<file path="config.mk">
export PLATFORM = sky130hd
export DESIGN_NAME = irq_reg_front
export DESIGN_NICKNAME = d
export VERILOG_FILES = /design/src/rtl/irq_reg_front.sv
export SDC_FILE = /design/constraint.sdc
export NUM_CORES = 1
export LEC_CHECK = 0
export BUFFER_PORTS_ARGS = -buffer_cell sky130_fd_sc_hd__buf_2
export CAP_MARGIN = 20
export CORE_AREA = 2 2 156 158
export CTS_BUF_LIST = sky130_fd_sc_hd__clkbuf_16
export DETAILED_ROUTE_END_ITERATION = 10
export DIE_AREA = 0 0 158 160
export GPL_ROUTABILITY_DRIVEN = 1
export SYNTH_ARGS = -nofsm -noshare
export SYNTH_HDL_FRONTEND = slang
export SYNTH_SLANG_ARGS = --single-unit
</file>
<file path="constraint.sdc">
create_clock -name pclk -period 5.3 [get_ports pclk]
set_input_delay 1.06 -clock pclk [delete_from_list [all_inputs] [get_ports pclk]]
set_output_delay 1.06 -clock pclk [all_outputs]
set_load 0.01 [all_outputs]
</file>
<file path="src/rtl/irq_reg_front.sv">
module irq_reg_front #(
  parameter int AW         = 16,
  parameter int NSRC       = 40,
  parameter int NCTX       = 2,
  parameter int PW         = 3,
  parameter int MAXPRIO    = 6,
  parameter logic [AW-1:0] PRIO_BASE = 16'h0000,
  parameter logic [AW-1:0] PEND_BASE = 16'h1000,
  parameter logic [AW-1:0] EN_BASE   = 16'h2000,
  parameter int EN_STRIDE  = 128,
  parameter logic [AW-1:0] CTX_BASE  = 16'h4000,
  parameter int CTX_STRIDE = 4096,
  localparam int NW  = (NSRC + 32) / 32,
  localparam int IDW = $clog2(NSRC + 1),
  localparam int CW  = (NCTX > 1) ? $clog2(NCTX) : 1,
  localparam int WW  = (NW > 1) ? $clog2(NW) : 1
) (
  input  logic                 pclk,
  input  logic                 presetn,
  input  logic                 psel,
  input  logic                 penable,
  input  logic                 pwrite,
  input  logic [AW-1:0]        paddr,
  input  logic [31:0]          pwdata,
  output logic [31:0]          prdata,
  output logic                 pready,
  output logic                 pslverr,
  input  logic [NSRC*PW-1:0]   src_prio_i,
  input  logic [NSRC-1:0]      pend_i,
  input  logic [NCTX*NSRC-1:0] en_i,
  input  logic [NCTX*PW-1:0]   thr_i,
  input  logic [IDW-1:0]       claim_id_i,
  output logic                 prio_we,
  output logic [IDW-1:0]       prio_src,
  output logic [PW-1:0]        prio_data,
  output logic                 en_we,
  output logic [WW-1:0]        en_word,
  output logic [31:0]          en_data,
  output logic                 thr_we,
  output logic [PW-1:0]        thr_data,
  output logic                 claim_stb,
  output logic                 cmpl_stb,
  output logic [IDW-1:0]       cmpl_id,
  output logic [CW-1:0]        tgt_ctx
);
  localparam int ELG = $clog2(EN_STRIDE);
  localparam int CLG = $clog2(CTX_STRIDE);
  localparam logic [AW-1:0] PRIO_SZ = AW'(4 * NSRC);
  localparam logic [AW-1:0] PEND_SZ = AW'(4 * NW);
  localparam logic [AW-1:0] EN_SZ   = AW'(NCTX * EN_STRIDE);
  localparam logic [AW-1:0] CTX_SZ  = AW'(NCTX * CTX_STRIDE);

  logic acc, acc_q, first, wr, rd;
  assign acc   = psel & penable;
  assign first = presetn & acc & ~acc_q;
  assign wr    = first & pwrite;
  assign rd    = first & ~pwrite;

  always_ff @(posedge pclk or negedge presetn)
    if (!presetn) acc_q <= 1'b0;
    else          acc_q <= acc;

  logic [AW-1:0] o_pr, o_pd, o_en, o_cx;
  assign o_pr = paddr - PRIO_BASE;
  assign o_pd = paddr - PEND_BASE;
  assign o_en = paddr - EN_BASE;
  assign o_cx = paddr - CTX_BASE;

  logic aligned;
  assign aligned = (paddr[1:0] == 2'b00);

  logic [IDW-1:0]   pr_i;
  logic [WW-1:0]    pd_w;
  logic [CW-1:0]    en_c, cx_c;
  logic [ELG-3:0]   en_wf;
  logic [CLG-1:0]   cx_lo;
  assign pr_i  = IDW'(o_pr >> 2);
  assign pd_w  = WW'(o_pd >> 2);
  assign en_c  = CW'(o_en >> ELG);
  assign en_wf = (ELG-2)'(o_en >> 2);
  assign en_word = WW'(en_wf);
  assign cx_c  = CW'(o_cx >> CLG);
  assign cx_lo = CLG'(o_cx);

  logic h_pr, h_pd, h_en, h_thr, h_clm, valid;
  assign h_pr  = aligned & (o_pr < PRIO_SZ);
  assign h_pd  = aligned & (o_pd < PEND_SZ);
  assign h_en  = aligned & (o_en < EN_SZ) & (en_wf < (ELG-2)'(NW));
  assign h_thr = aligned & (o_cx < CTX_SZ) & (cx_lo == CLG'(0));
  assign h_clm = aligned & (o_cx < CTX_SZ) & (cx_lo == CLG'(4));
  assign valid = h_pr | h_pd | h_en | h_thr | h_clm;

  logic [NW*32-1:0]      pend_ext;
  logic [NCTX*NW*32-1:0] en_ext;
  assign pend_ext = (NW*32)'({pend_i, 1'b0});
  for (genvar c = 0; c < NCTX; c++) begin : g_en
    assign en_ext[c*NW*32 +: NW*32] = (NW*32)'({en_i[c*NSRC +: NSRC], 1'b0});
  end

  logic [31:0] rdv;
  always_comb begin
    rdv = '0;
    if (h_pr) begin
      for (int s = 0; s < NSRC; s++)
        if (pr_i == IDW'(s)) rdv = 32'(src_prio_i[s*PW +: PW]);
    end else if (h_pd) begin
      for (int w = 0; w < NW; w++)
        if (pd_w == WW'(w)) rdv = pend_ext[w*32 +: 32];
    end else if (h_en) begin
      for (int c = 0; c < NCTX; c++)
        for (int w = 0; w < NW; w++)
          if (en_c == CW'(c) && en_word == WW'(w))
            rdv = en_ext[c*NW*32 + w*32 +: 32];
    end else if (h_thr) begin
      for (int c = 0; c < NCTX; c++)
        if (cx_c == CW'(c)) rdv = 32'(thr_i[c*PW +: PW]);
    end else if (h_clm) begin
      rdv = 32'(claim_id_i);
    end
  end

  assign prdata    = rd ? rdv : 32'd0;
  assign pready    = 1'b1;
  assign pslverr   = first & ~valid;

  assign prio_we   = wr & h_pr;
  assign prio_src  = pr_i + IDW'(1);
  assign prio_data = pwdata[PW-1:0];
  assign en_we     = wr & h_en;
  assign en_data   = pwdata;
  assign thr_we    = wr & h_thr & (pwdata <= 32'(MAXPRIO));
  assign thr_data  = pwdata[PW-1:0];
  assign claim_stb = rd & h_clm;
  assign cmpl_stb  = wr & h_clm & (pwdata != 32'd0) & (pwdata <= 32'(NSRC));
  assign cmpl_id   = IDW'(pwdata);
  assign tgt_ctx   = (h_thr | h_clm) ? cx_c : en_c;
endmodule


</file>
Word level (Yosys, flattened, before mapping)
Index checks and enable logic that the tools add are counted.
- add/subtract/negate cells: 4
- magnitude comparators: 7
- equal/unequal tests: 40
- mux-type cells: 53
- bitwise logic cells: 31
- reductions and logical operators: 8
- operator list (kind ; number):
    $mux 32 ; 43
    $eq 6x5->1 const B ; 16
    $eq 6x4->1 const B ; 8
    $eq 6x6->1 const B ; 8
    $le 32x3->1 const B ; 1
    $le 32x6->1 const B ; 1
    $reduce_bool 32->1 ; 1
    $eq 6x3->1 const B ; 4
    $mux 3 ; 8
    $and 1x1->1 ; 21
    $lt 16x14->1 const B ; 1
    $lt 16x4->1 const B ; 1
    $lt 16x8->1 const B ; 1
    $lt 16x9->1 const B ; 1
    $sub 16x13->16 const B ; 1
    $sub 16x14->16 const B ; 1
    $sub 16x15->16 const B ; 1
    $eq 12x3->1 const B ; 1
    $eq 6x2->1 const B ; 2
    $logic_not 12->1 ; 1
    $add 6x1->6 const B ; 1
    $eq 6x1->1 const B ; 1
    $logic_not 6->1 ; 1
    $mux 6 ; 1
    6 further kinds ; 17
- bits in registers: 1
- input bits: 305
- output and inout port bits: 91
- logic and storage cells: 144

Depth between registers and ports, before layout
Gate-level depths: netlist of run 1.
- depth in word-level cells: 43
- depth in mapped cells: 14
- gate-level depth less buffers: 9

Worst setup path before layout of run 1
Ideal clock, no wire load.
- kind: input to output
- start point: input paddr[2]
- end point: output prdata[1]
- arrival: 3839 ps
- slack: 401 ps
- cell stages on the path: 13
- cell sequence: buf_2 -> clkbuf_1 -> inv_1 -> ha_1 -> clkbuf_1 -> buf_2 -> nor2_1 -> o221ai_1 -> o2bb2ai_1 -> a21o_1 -> a22oi_2 -> o2111ai_1 -> a211oi_1
- longest elaborated chain between the ends: 43
- elaborated cells between the ends (all ways): 115
- ends and longest elaborated chain (element ; RTL line ; source):
    start, declared ; 23 ; input logic [AW-1:0] paddr,
    $logic_not 6->1 ; 105 ; if (pr_i == IDW'(s)) rdv = 32'(src_prio_i[s*PW +: PW]);
    $mux 3 (7 in series) ; 105 ;
    $mux 32 (33 in series) ; 105 ;
    $mux 32 * ; 103 ; if (h_pr) begin
    $mux 32 * ; 122 ; assign prdata = rd ? rdv : 32'd0;
    end, declared ; 25 ; output logic [31:0] prdata,
Every way passes the cells marked *; elsewhere a longest branch is shown, timed or not.

Worst setup path in the final report of run 1
- start point: input paddr[2]
- end point: output prdata[2]
The elaborated chain is that of the path after synthesis.

==> key figures, run 1 <==
Floorplanning
  • Horiz. Die Dim: between 150 and 200 µm
  • Core area: roughly 0.024 mm²
  • Starting utilization of the core area: 0.158
  • # rows: 57
  • I/O pin count: between 300 and 400
  • Chip height: approximately 160 µm
  • Total Die Area: between 0.02 and 0.03 mm²

Yosys
  • Synth top area cells: buf_4, mux2_2, nor2_1
  • Count of different cell masters after synthesis: 78
  • Number of flops mapped to enable cells by yosys: 0
  • Post-synthesis cell type with the largest combined area: buf_4
  • Post-Synthesis Net Count: between 800 and 900
  • Post-Synthesis Mean Instance Area: a little under 7 µm²
  • Number of cells produced by synthesis: roughly 550
  • Sequential area share after synthesis: 0.00666
  • Most used DFF post-synth: dfrtp_1
  • Warnings from Yosys: 0
  • Ys async rst share: 1.00
  • Area of the mapped netlist: 0.00376 mm²
  • Register bit total from synthesis: 1
  • Area share of the leading cell type in the synthesized netlist: 0.0959

Power and ir drop
  • Clock network fraction of design power: 0
  • Switching power of the nets: 0.187 mW
  • Share of power burned in registers: 0.022
  • Pleak: 2.67 nW
  • Power Dens Cells: ~64 mW/mm²
  • Comb power frac: 0.978
  • Internal Power: 0.179 mW
  • Sw Share: 0.511
  • Peak supply drop: approximately 0.000037 V

Setup path
  • Critical Path RT: ~4.2 ns
  • Max FO, Critical Path: 26
  • Worst path slowest cell: ha_2
  • Category of the worst setup path capture point: output pin
  • Worst Path Class, Setup: in -> out
  • CP Launch Type: input pin
  • Highest cell delay on the worst timing path: 0.53 ns
  • Combined buffer and inverter count along the critical path: 4
  • Data arrival, critical path: 3.81 ns
  • Delay-heaviest family, CP: compound AO/OA/AOI/OAI gates
  • Critical-path cell list: buf_2 -> inv_1 -> ha_2 -> inv_1 -> a311oi_1 -> o32ai_2 -> o311a_1 -> o21ai_1 -> a221o_1 -> a211oi_2 -> buf_2

Cells and area
  • Proportion of layout cells with a drive suffix above 1: 0.543
  • Finished Cell Area: roughly 0.0057 mm²
  • Largest register FFs: 1
  • Finished Layout Cells: roughly 1200
  • Register ranked first by flip-flop count: acc_q
  • Final-stage net count: 1181
  • Biggest registers after layout: acc_q x1
  • Synthesis-to-layout area growth: 52.4%

Global routing
  • Global-route wire length before repair: roughly 34 mm
  • Maximum number of pins on one net before global-route repair: 33
  • GRT Residual Overflow: 0
  • Overall routing resource usage: 0.173
  • Initial antenna violation count: 2
  • Via count of the first global-routing pass: ~5700

Timing
  • Unrepaired setup endpoints after global routing: false
  • Post-layout worst setup margin: roughly 0.43 ns
  • Setup Viol. Count Final: 0
  • Max-slew violation count: 0
  • Final hold violations: 0
  • Final critical-path share of the clock period: 0.918
  • Final min period: ~4.9 ns
  • Worst max-slew margin expressed relative to the limit: 0.419
  • Timing-limited maximum frequency: approximately 200 MHz
  • Setup TNS: 0 ns
  • Actual transition at the worst max-transition pin: 0.869 ns

Flow run
  • Maximum capacitance violations: 0

Route
  • Total length of routed wires: 23.5 mm
  • Detailed-route DRC error count: 0
  • Number of routed nets with antenna violations: 0
  • Drt initial violations: 487
  • Via count of the routed design: 5681
  • Number of vias per cell: ~4.8
  • Routed wirelength normalized by instance count: about 20 µm
  • DRT Pass-1 Iters: 5

Placed design
  • Post-DP HPWL: between 15 and 20 mm
  • Routability congestion estimate from global placement: 0.869
  • Buffers added on ports: 394
  • Post-Place Cells: between 1000 and 1500
  • DP Worst Slack: about 0.45 ns
  • Area after detailed placement: 0.00572 mm²

Clock tree
  • Clock-pin slew on the worst setup and hold paths: 0 ns
  • Post-CTS Resized: 0
  • Post-CTS Hold Buffers: 0
  • Post-CTS Setup Repair Bufs: 0

Outcome
  • Outcome: completed

Hold path
  • Worst min-delay path class: in -> async
## power by group through the flow
stage / clock (mW) / sequential [mW] / combinational, mW
floorplan: 0 / 0.00820 / 0.185
global placement: 0 / 0.00821 / 0.357
detailed placement: 0 / 0.00820 / 0.358
CTS: 0 / 0.00820 / 0.359
global route: 0.0000000254 / 0.00823 / 0.387
finish: 0.0000000254 / 0.00820 / 0.358
## placed cells by master, fill, tap and decap left out, types with 8 or more instances in the layout
| cell | count |
|---|---|
| nor2_1 | 65 |
| a21oi_1 | 27 |
| nor4_1 | 9 |
| buf_4 | 20 |
| and3_1 | 8 |
| nor3_1 | 10 |
| mux2i_1 | 9 |
| mux2_2 | 26 |
| a211oi_1 | 11 |
| o21ai_0 | 28 |
| a21o_1 | 8 |
| inv_1 | 10 |
| nand3_1 | 13 |
| buf_2 | 394 |
| a22oi_1 | 29 |
| nand2_1 | 46 |
| mux4_2 | 8 |
| nor2b_1 | 12 |
## synth_stat cells, types with 6 or more instances
| master | instances |
|---|---|
| nand3_1 | 13 |
| buf_1 | 6 |
| clkbuf_1 | 18 |
| nor3_1 | 10 |
| buf_4 | 48 |
| nand2_1 | 46 |
| and3_1 | 8 |
| ha_1 | 6 |
| buf_2 | 19 |
| nand2b_1 | 6 |
| a22oi_1 | 29 |
| nor2_1 | 66 |
| a21o_1 | 8 |
| o21ai_0 | 28 |
| a211oi_1 | 11 |
| nor2b_1 | 12 |
| mux4_2 | 8 |
| mux2i_1 | 9 |
| inv_1 | 10 |
| a221oi_1 | 6 |
| nor4_1 | 9 |
| a21oi_1 | 27 |
| mux2_2 | 26 |
| o22ai_1 | 6 |
## logic make-up after synthesis
kind of cell               synth area share
and+or+nand+nor                       0.313
AOI/OAI and AO/OA                     0.330
buffers and inverters                 0.165
muxes                                 0.150
adders and majority gates            0.0200
xor gates and xnor gates             0.0140
other                              0.000998
DFF                                 0.00666
## per-stage QoR
stage,hold WS [ns],total power [mW],utilization
after floorplan,0.764,0.193,-
after global routing,0.851,0.395,0.240
after global placement,0.843,0.366,0.240
after CTS,0.844,0.367,0.240
final,0.843,0.367,0.240
after detailed placement,0.844,0.366,0.240
## per-layer routing
layer / routed length (µm) / track usage / vias to the layer above
li1: - / - / 2678
met1: 10000 / 0.226 / 2637
met2: 11600 / 0.310 / 339
met3: 1480 / 0.0122 / 27
met4: 444 / 0.0356 / 0
met5: 0 / 0 / -
## cell type report
class                   count  area [µm²]
multi-input cells         443        3130
inverters                  10        37.5
repair buffers            414        2120
well taps                 324         405
flip-flops and latches      1        25.0
diodes                      1        2.50
fillers                  2747       18100
## how the worst max path moves through the flow
stage | end | cells after the start | start
finish | prdata[2] | 11 | paddr[2]
global route | prdata[0] | 11 | paddr[3]
CTS | prdata[2] | 11 | paddr[2]
detailed placement | prdata[2] | 11 | paddr[2]
global placement | prdata[2] | 11 | paddr[2]
floorplan | prdata[1] | 13 | paddr[2]
(Power assumes the default switching activity.)
==> inputs of run 2 (changes only) <==
ABC_AREA = 1   (was not set)
CORE_AREA = 2 2 152 154   (was 2 2 156 158)
DIE_AREA = 0 0 154 156   (was 0 0 158 160)
==> key figures, run 2 <==
Power and ir drop
  • Sw Share: 0.507 (-0.00391)
  • Share of power burned in registers: 0.023 (about the same)
  • Power Dens Cells: 56.6 mW/mm² (-12%)
  • Total Power: 0.351 mW (-4.2%)
  • Pleak: 3.38 nW (+26%)
  • Internal Power: 0.173 mW (-3.5%)
  • Clock network fraction of design power: 0 (unchanged)
  • Peak supply drop: 0.0000362 V (-1.2%)
  • Switching power of the nets: 0.178 mW (-5.0%)
  • Comb power frac: 0.977 (about the same)

Setup path
  • Crit path launch: paddr[5]
  • Category of the worst setup path capture point: output pin
  • Delay-heaviest family, CP: simple AND/OR/NAND/NOR gates
  • Worst path slowest cell: nor2_4
  • Combined buffer and inverter count along the critical path: 3 (-1)
  • Max FO, Critical Path: 6 (-77%)
  • Cell occurring most often along the worst timing path: nand2_1
  • Data arrival, critical path: 4.30 ns (+0.49 ns)
  • CP Launch Type: input pin
  • Critical Path RT: 4.24 ns (about the same)
  • Highest cell delay on the worst timing path: 0.16 ns (-0.37 ns)
  • Worst Path Class, Setup: in -> out

Cells and area
  • Leading cell type in the layout, fill and taps excluded: buf_2
  • Biggest registers after layout: acc_q x1
  • Commonest cells after routing, fill and taps aside: buf_2, nand2_1, inv_1
  • Proportion of layout cells with a drive suffix above 1: 0.443 (-0.0995)
  • Final-stage net count: 1455 (+23%)
  • Post-layout utilization of the core: 0.277 (+0.0368)
  • Synthesis-to-layout area growth: 67.9%
  • Register ranked first by flip-flop count: acc_q
  • Largest register FFs: 1 (unchanged)
  • Finished Cell Area: 0.00620 mm² (+8.3%)

Floorplanning
  • Core area: 0.0224 mm² (-6.1%)
  • Horiz. Die Dim: 154 µm (-2.5%)
  • Chip height: 156 µm (-2.5%)
  • Total Die Area: 0.0240 mm² (-5.0%)
  • # rows: 55 (-3.5%)
  • I/O pin count: 396 (unchanged)
  • Starting utilization of the core area: 0.165 (+0.00736)

Yosys
  • Register bit total from synthesis: 1 (unchanged)
  • Most used DFF post-synth: dfrtp_1
  • Number of cells produced by synthesis: 756 (+38%)
  • Synth top area cells: nand2_1, nand3_1, buf_4
  • Top post-synthesis cells by count: nand2_1, inv_1, nand3_1, nor2_1, a21oi_1
  • Sequential area share after synthesis: 0.00678 (+0.000117)
  • Area of the mapped netlist: 0.00369 mm² (-1.7%)
  • Number of flops mapped to enable cells by yosys: 0 (unchanged)
  • Ys async rst share: 1.00 (unchanged)
  • Post-synthesis cell type with the largest combined area: nand2_1
  • Area share of the leading cell type in the synthesized netlist: 0.271 (+0.175)
  • Warnings from Yosys: 0 (unchanged)
  • Leading cell type by number of instances after synthesis: nand2_1
  • Post-Synthesis Mean Instance Area: 4.89 µm² (-29%)
  • Post-Synthesis Net Count: 1067 (+24%)
  • Count of different cell masters after synthesis: 46 (-41%)

Placed design
  • Area after detailed placement: 0.00594 mm² (+3.8%)
  • Routability congestion estimate from global placement: 0.882 (+1.6%)
  • Post-DP HPWL: 19.4 mm (-3.0%)
  • Buffers added on ports: 394 (unchanged)

Global routing
  • Initial antenna violation count: 1 (-1)
  • Busiest metal layer after global routing: met2
  • Via count of the first global-routing pass: 5968 (+5.4%)
  • Met3 routing resource usage after global routing: 0.0169 (+0.00473)
  • Maximum number of pins on one net before global-route repair: 33 (unchanged)
  • Global-route wire length before repair: 32.0 mm (-4.6%)
  • GRT Residual Overflow: 0 (unchanged)
  • Overall routing resource usage: 0.168 (-0.00545)
  • Met2 layer usage reported by global route: 0.305 (-0.00538)
  • Met1 demand-to-capacity share in global routing: 0.214 (-0.0126)

Timing
  • Worst max-slew margin expressed relative to the limit: 0.482 (+0.0622)
  • Timing-limited maximum frequency: 187 MHz (-9.2%)
  • Final critical-path share of the clock period: 1.01 (+0.0932)
  • Post-layout worst setup margin: -0.0604 ns (-0.494 ns)
  • Final hold violations: 0 (unchanged)
  • Actual transition at the worst max-transition pin: 0.771 ns (-0.0981 ns)
  • Max-slew violation count: 0 (unchanged)
  • Final min period: 5.36 ns (+0.494 ns)
  • Setup Viol. Count Final: 1 (+1)
  • Unrepaired setup endpoints after global routing: true

Clock tree
  • Clock-pin slew on the worst setup and hold paths: 0 ns (unchanged)
  • Post-CTS Hold Buffers: 0 (unchanged)

Route
  • Drt initial violations: 284 (-42%)
  • Via count of the routed design: 6252 (+10%)
  • Number of routed nets with antenna violations: 0 (unchanged)
  • Detailed-route DRC error count: 0 (unchanged)
  • Total length of routed wires: 21.9 mm (-6.7%)
  • Routed wirelength normalized by instance count: 15.4 µm (-22%)
  • Number of vias per cell: 4.38 (-8.1%)
  • DRT Pass-1 Iters: 5 (unchanged)

Outcome
  • Violations in the final reports: negative setup slack
  • Outcome: finished with violations

Flow run
  • Maximum capacitance violations: 0 (unchanged)

Hold path
  • Worst min-delay path class: in -> async
==> run 2: changes by cell type in the layout (fill, tap and decap cells not counted), sizes merged, moves of 30 or more <==
| cell | before | now |
|---|---|---|
| inv | 10 | 85 |
| a22oi | 30 | 0 |
| a21oi | 27 | 62 |
| nand2 | 46 | 269 |
| nand3 | 14 | 76 |
| buf | 414 | 451 |
==> run 2: routing by layer <==
metal | routed length (µm) | up-vias
li1 | - | 3191
met1 | 9440 | 2755
met2 | 10600 | 286
met3 | 1460 | 20
met4 | 463 | 0
met5 | 0 | -
==> run 2: timing repair <==
item	4_1_cts	5_1_grt
resized for setup	43	2
gates cloned	0	0
setup buffers	11	0
pin swaps	16	2
hold endpoints to repair	0	0
setup endpoints to repair	3	3
==> run 2: cell families after synthesis <==
| family | after synthesis | share of synthesized area |
|---|---|---|
| xor gates and xnor gates | 5 | 0.0119 |
| adders and majority gates | 6 | 0.0203 |
| AOI/OAI and AO/OA | 121 | 0.195 |
| muxes | 3 | 0.00813 |
| buffers and inverters | 152 | 0.206 |
| other | 1 | 0.00102 |
| DFF | 1 | 0.00677 |
| and+or+nand+nor | 467 | 0.551 |
==> run 2: worst paths after layout <==
path	end	slack (ns)	cells after the start
max	prdata[1]	-0.06	46
min in group pclk	acc_q	1.29	3
min	acc_q	0.85	1
max in group asynchronous	acc_q	4.36	1
==> run 2: power groups by stage <==
| stage | registers (mW) | clock network [mW] | logic (mW) |
|---|---|---|---|
| floorplan | 0.00824 | 0 | 0.156 |
| global placement | 0.00824 | 0 | 0.323 |
| CTS | 0.00826 | 0 | 0.343 |
| detailed placement | 0.00826 | 0 | 0.324 |
| finish | 0.00825 | 0.0000000253 | 0.343 |
| global route | 0.00836 | 0.0000000253 | 0.379 |
==> run 2: layout make-up <==
| cell class | count | area, µm² |
|---|---|---|
| Fill cell | 2577 | 16200 |
| Multi-Input combinational cell | 603 | 3020 |
| Timing Repair Buffer | 451 | 2450 |
| Tap cell | 285 | 357 |
| Inverter | 87 | 344 |
| Sequential cell | 1 | 25.0 |
| Antenna cell | 1 | 2.50 |
==> run 2: per-stage QoR <==
stage | hold WS (ns) | instances | TNS [ns] | setup slack (ns)
floorplan | 0.764 | 756 | 0 | 0.0174
global placement | 0.847 | 1416 | -0.408 | -0.168
detailed placement | 0.848 | 1416 | -0.487 | -0.217
CTS | 0.848 | 1427 | -0.0126 | -0.00748
global route | 0.851 | 1428 | -1.39 | -0.504
finish | 0.848 | 1428 | -0.0604 | -0.0604
